--- config.mk ---
export PLATFORM = sky130hd
export DESIGN_NAME = prot_trap_unit
export DESIGN_NICKNAME = d
export VERILOG_FILES = /design/src/rtl/prot_pkg.sv /design/src/rtl/fence_guard.sv /design/src/rtl/trap_timer.sv /design/src/rtl/sticky_flags.sv /design/src/rtl/prot_trap_unit.sv
export SDC_FILE = /design/constraint.sdc
export NUM_CORES = 1
export LEC_CHECK = 0
export BUFFER_PORTS_ARGS = -buffer_cell sky130_fd_sc_hd__buf_2
export CAP_MARGIN = 20
export CORE_MARGIN = 2
export CORE_UTILIZATION = 50
export CTS_CLUSTER_DIAMETER = 150
export DETAILED_ROUTE_END_ITERATION = 16
export GPL_TIMING_DRIVEN = 0
export HOLD_SLACK_MARGIN = 0.06
export PLACE_DENSITY = 0.8
export SLEW_MARGIN = 20
export SYNTH_ARGS = -nofsm -noshare
export SYNTH_HDL_FRONTEND = slang
export SYNTH_HIERARCHICAL = 1
export SYNTH_SLANG_ARGS = --single-unit
--- constraint.sdc ---
create_clock -name clk -period 2.28 [get_ports clk]
set_input_delay 0.456 -clock clk [delete_from_list [all_inputs] [get_ports clk]]
set_output_delay 0.456 -clock clk [all_outputs]
set_load 0.01 [all_outputs]
--- src/rtl/prot_pkg.sv ---
package prot_pkg;
  localparam int NUM_FLAGS = 3;
  localparam int IDX_MP    = 0;
  localparam int IDX_PI    = 1;
  localparam int IDX_TI    = 2;
endpackage

--- src/rtl/fence_guard.sv ---
module fence_guard #(
  parameter int ADDR_W    = 12,
  parameter int FENCE_RST = 0
) (
  input  logic              clk,
  input  logic              rst,
  input  logic              mode,
  input  logic              fence_we,
  input  logic [ADDR_W-1:0] fence_din,
  input  logic              mar_load,
  input  logic [ADDR_W-1:0] mar_addr,
  output logic              violation
);
  localparam logic [ADDR_W-1:0] RST_VAL = ADDR_W'(FENCE_RST);

  logic [ADDR_W-1:0] fence_q;

  always_ff @(posedge clk) begin
    if (rst)
      fence_q <= RST_VAL;
    else if (fence_we && mode)
      fence_q <= fence_din;
  end

  always_comb begin
    violation = mar_load && !mode && (mar_addr < fence_q);
  end
endmodule

--- src/rtl/trap_timer.sv ---
module trap_timer #(
  parameter int TIMER_W = 16
) (
  input  logic               clk,
  input  logic               rst,
  input  logic               mode,
  input  logic               timer_we,
  input  logic [TIMER_W-1:0] timer_din,
  input  logic               tick_en,
  output logic               expire
);
  localparam logic [TIMER_W-1:0] ONE = TIMER_W'(1);

  logic [TIMER_W-1:0] cnt_q;
  logic               running;

  always_comb begin
    running = (cnt_q != '0);
    expire  = tick_en && (cnt_q == ONE) && !(timer_we && mode);
  end

  always_ff @(posedge clk) begin
    if (rst)
      cnt_q <= '0;
    else if (timer_we && mode)
      cnt_q <= timer_din;
    else if (tick_en && running)
      cnt_q <= cnt_q - ONE;
  end
endmodule

--- src/rtl/sticky_flags.sv ---
module sticky_flags #(
  parameter int N = 3
) (
  input  logic         clk,
  input  logic         rst,
  input  logic [N-1:0] set_i,
  input  logic [N-1:0] clr_i,
  output logic [N-1:0] flag_o
);
  for (genvar g = 0; g < N; g++) begin : g_flag
    always_ff @(posedge clk) begin
      if (rst)
        flag_o[g] <= 1'b0;
      else if (set_i[g])
        flag_o[g] <= 1'b1;
      else if (clr_i[g])
        flag_o[g] <= 1'b0;
    end
  end
endmodule

--- src/rtl/prot_trap_unit.sv ---
module prot_trap_unit
  import prot_pkg::*;
#(
  parameter int ADDR_W       = 12,
  parameter int OP_W         = 7,
  parameter int TIMER_W      = 16,
  parameter int LAST_USER_OP = 59,
  parameter int FENCE_RST    = 0
) (
  input  logic               clk,
  input  logic               rst,
  input  logic [ADDR_W-1:0]  mar_addr,
  input  logic               mar_load,
  input  logic [OP_W-1:0]    ir_op,
  input  logic               mode,
  input  logic               tick_en,
  input  logic               fence_we,
  input  logic [ADDR_W-1:0]  fence_din,
  input  logic               timer_we,
  input  logic [TIMER_W-1:0] timer_din,
  input  logic               clr_mp,
  input  logic               clr_pi,
  input  logic               clr_ti,
  output logic               mp_flag,
  output logic               pi_flag,
  output logic               ti_flag,
  output logic               mem_inhibit
);
  localparam logic [OP_W-1:0] OP_LIMIT = OP_W'(LAST_USER_OP);

  logic                 addr_bad;
  logic                 op_bad;
  logic                 tmr_expire;
  logic [NUM_FLAGS-1:0] set_vec;
  logic [NUM_FLAGS-1:0] clr_vec;
  logic [NUM_FLAGS-1:0] flag_vec;

  fence_guard #(.ADDR_W(ADDR_W), .FENCE_RST(FENCE_RST)) u_fence (
    .clk(clk), .rst(rst), .mode(mode),
    .fence_we(fence_we), .fence_din(fence_din),
    .mar_load(mar_load), .mar_addr(mar_addr),
    .violation(addr_bad)
  );

  trap_timer #(.TIMER_W(TIMER_W)) u_timer (
    .clk(clk), .rst(rst), .mode(mode),
    .timer_we(timer_we), .timer_din(timer_din),
    .tick_en(tick_en), .expire(tmr_expire)
  );

  always_comb begin
    op_bad           = !mode && (ir_op > OP_LIMIT);
    set_vec          = '0;
    set_vec[IDX_MP]  = addr_bad;
    set_vec[IDX_PI]  = op_bad;
    set_vec[IDX_TI]  = tmr_expire;
    clr_vec          = '0;
    clr_vec[IDX_MP]  = clr_mp;
    clr_vec[IDX_PI]  = clr_pi;
    clr_vec[IDX_TI]  = clr_ti;
  end

  sticky_flags #(.N(NUM_FLAGS)) u_flags (
    .clk(clk), .rst(rst), .set_i(set_vec), .clr_i(clr_vec), .flag_o(flag_vec)
  );

  always_comb begin
    mp_flag     = flag_vec[IDX_MP];
    pi_flag     = flag_vec[IDX_PI];
    ti_flag     = flag_vec[IDX_TI];
    mem_inhibit = addr_bad || flag_vec[IDX_MP];
  end
endmodule

==> run_results.csv <==
group,metric,value,unit
logic_synthesis,ys_ff_latch,31,
layout,nets,371,
timing,max_slew_margin,59.6,%
placed_design,gp_congestion,0.871,
logic_synthesis,syn_nets,306,
worst_setup_path,worst_setup_path_start_kind,"register",
logic_synthesis,ys_types,49,
drt,wire_per_inst,12.8,µm
timing,hold_viol_final,0,
worst_setup_path,worstPathArrival,1.78,ns
clock_tree,clock_latency,0.28,ns
clock_tree,cts_setup_buffers,0,
timing,fin_setup_tns,0,ns
logic_synthesis,synth_edf_count,0,
job,maxCapViolCount,0,
pwr,power_leakage,0.949,nW
floorplan,initial_core_util,51.3,%
logic_synthesis,synth_top_area_share,33.3,%
layout,design_area,0.00234,mm²
worst_setup_path,required,1.82,ns
layout,layout-drive-gt1-share,26.2,%
drt,via_count,1961,
global_routing,antenna_found_initial,0,
drt,drtAntennaViolNets,0,
logic_synthesis,synth_area_leader_cell,"dfxtp_1",
clock_tree,cts_hold_buf,0,
logic_synthesis,yosys.area_share.xor_xnor,0.470,%
timing,rsz0062_at_grt,"true",
global_routing,grtUsageTotal,21.9,%
drt,wl_met2,2180,µm
logic_synthesis,synth_area_leaders,"dfxtp_1 33%, ha_1 8.7%, nand2_1 6.6%",
timing,post-route-period-util,98.1,%
drt,drt-initial-drc-count,64,
logic_synthesis,synth_ff_type,"dfxtp_1",
drt,dr.max_layer_used,"met4",
floorplan,core_area,0.00363,mm²
hold_path,hold_class,"in2reg",
global_routing,globalRouteOverflowTotal,0,
floorplan,die-area,0.00423,mm²
placed_design,hpwl,3290,µm
logic_synthesis,synth-simple-area-share,29.5,%
logic_synthesis,synth_fa_ha_area_share,8.72,%
logic_synthesis,synth_compound_area_share,22.1,%
layout,area_growth,25.6,%
placed_design,placed_area,0.00221,mm²
timing,drv_slew,0,
drt,drc,0,
drt,wl_met1,2000,µm
run_status,status,"completed",
clock_tree,numCtsBuffers,5,
worst_setup_path,crit_type,"reg2out",
timing,finalCriticalPeriod,2.24,ns
placed_design,place_ws,0.0680,ns
pwr,ir_drop,304,µV
clock_tree,cts_tree,"done",
worst_setup_path,cp_max_fo,3,
global_routing,grt_max_degree,11,
logic_synthesis,syn_avg_cell_area,7.90,µm²
global_routing,grt_pass1_vias,1706,
logic_synthesis,synthMuxAreaShare,0,%
worst_setup_path,endpoint_kind,"output port",
floorplan,num_io_pins,61,
layout,ff_latch_area,621,µm²
drt,met3_length,295,µm
logic_synthesis,seq_area_frac_synth,33.3,%
pwr,powerDensity,615,mW/mm²
logic_synthesis,syn_inst,236,
drt,routed_wl,4490,µm
global_routing,grt_pass1_wl,7230,µm
clock_tree,clkSlewWorstSetupHoldPaths,0.06,ns
floorplan,rows,22,
layout,diodes,0,
layout,fillCellCount,341,
floorplan,die_y,65.1,µm
layout,multi_input_area,0.00116,mm²
timing,setup_ws,0.0438,ns
drt,first_pass_iters,4,
logic_synthesis,yosys_warnings,6,
floorplan,die_x,65.1,µm
clock_tree,clock_path_buffers,2,
timing,worst_pin_slew,0.602,ns
logic_synthesis,ys_async_sr_fraction,0,%
clock_tree,cts_num_sinks,31,
timing,setup_viol,0,
timing,skew,0.00911,ns
placed_design,port_buffers,58,
timing,fmax,0.447,GHz
logic_synthesis,synth_top_family_by_area,"simple AND/OR/NAND/NOR gates",
logic_synthesis,syn_area,0.00186,mm²
clock_tree,htree_levels,2,
drt,viasPerCell,5.60,
clock_tree,cts-root-buf,"clkbuf_8",
## synth_stat cells (all sizes together) (5+ instances only)
| cell | count |
|---|---|
| a21oi | 21 |
| clkbuf | 6 |
| o31ai | 5 |
| nor2 | 19 |
| nand2 | 33 |
| inv | 19 |
| nand3 | 8 |
| a311oi | 12 |
| or4 | 6 |
| dfxtp | 31 |
| o21ai | 8 |
| ha | 13 |
| or3 | 7 |
## report_power, final
part	switching [mW]	leakage, nW	internal [mW]	total (mW)
sequential	0.0508	0.255	0.583	0.634
combinational	0.181	0.642	0.158	0.339
clock	0.192	0.0515	0.275	0.468
total	0.424	0.949	1.02	1.44
## sequential cells by signal (all words and copies together), names as in the netlist
name,cells
u_timer/cnt_q,16
u_fence/fence_q,12
u_flags/flag_o,3
## cell families (layout without fill, tap and decap cells)
group,after synthesis,in the layout
fa+ha+maj,13,13
simple gates,104,104
compound gates,59,59
flops,31,31
buf+inv,28,94
xor+xnor,1,1
## path summary, 6_finish.rpt
check	end	cells after the start	start	slack (ns)
setup / recovery	mem_inhibit	7	u_fence/fence_q[10]	0.04
hold / removal	u_fence/fence_q[6]	3	fence_din[6]	0.41
setup reg to reg	u_timer/cnt_q[10]	4	u_timer/cnt_q[4]	0.23
hold reg to reg	u_fence/fence_q[11]	2	u_fence/fence_q[11]	0.45
## metal layers
| metal | vias to the layer above | GRT usage [%] |
|---|---|---|
| met2 | 65 | 37.4 |
| met4 | 0 | 5.47 |
| met5 | - | 0 |
| met1 | 900 | 27.3 |
| li1 | 994 | - |
| met3 | 2 | 5.73 |
## through the flow
step	hold slack (ns)	cells	util (%)	total power, mW
final	0.413	350	64.4	1.44
after global routing	0.422	350	64.4	1.53
after CTS	0.413	350	63.7	1.43
after detailed placement	0.448	342	61.0	0.964
after global placement	0.443	342	61.0	0.954
after floorplan	0.430	236	-	0.852
## layout make-up
| type | count | area share (%) |
|---|---|---|
| buffer | 9 | 1.66 |
| sequential | 31 | 26.5 |
| multi-input combinational | 177 | 49.5 |
| tap | 48 | 2.57 |
| clock buffer | 8 | 4.28 |
| timing repair buffer | 58 | 12.4 |
| inverter | 19 | 3.05 |
## timing repair
action	CTS	global route
gates resized for setup	0	4
hold endpoints to repair	0	0
endpoints found under the setup margin	0	4
## cells in the final DEF (no fill, tap or decap), types with 2 or more instances in the layout
cell type / n
buf_2: 59
nand2_1: 33
dfxtp_1: 31
nor2_1: 19
inv_1: 19
a21oi_1: 19
ha_1: 13
a311oi_1: 12
nand3_1: 8
clkbuf_8: 7
clkbuf_1: 7
o21ai_0: 7
or3_1: 7
or4_1: 5
o31ai_1: 5
nand4_1: 4
and2_1: 3
nand2b_1: 3
nor3_1: 3
and4_1: 2
a21oi_2: 2
nor4_2: 2
nor4b_1: 2
nand3b_1: 2
a211oi_1: 2
## critical path: stages, from the launching register on
cell and delay, ns:
dfxtp_1 0.32, inv_1 0.05, ha_1 0.30, and4_1 0.24
nand2_1 0.08, o21a_1 0.20, or2_1 0.19, buf_2 0.13
Power figures use the tool's default switching activity.
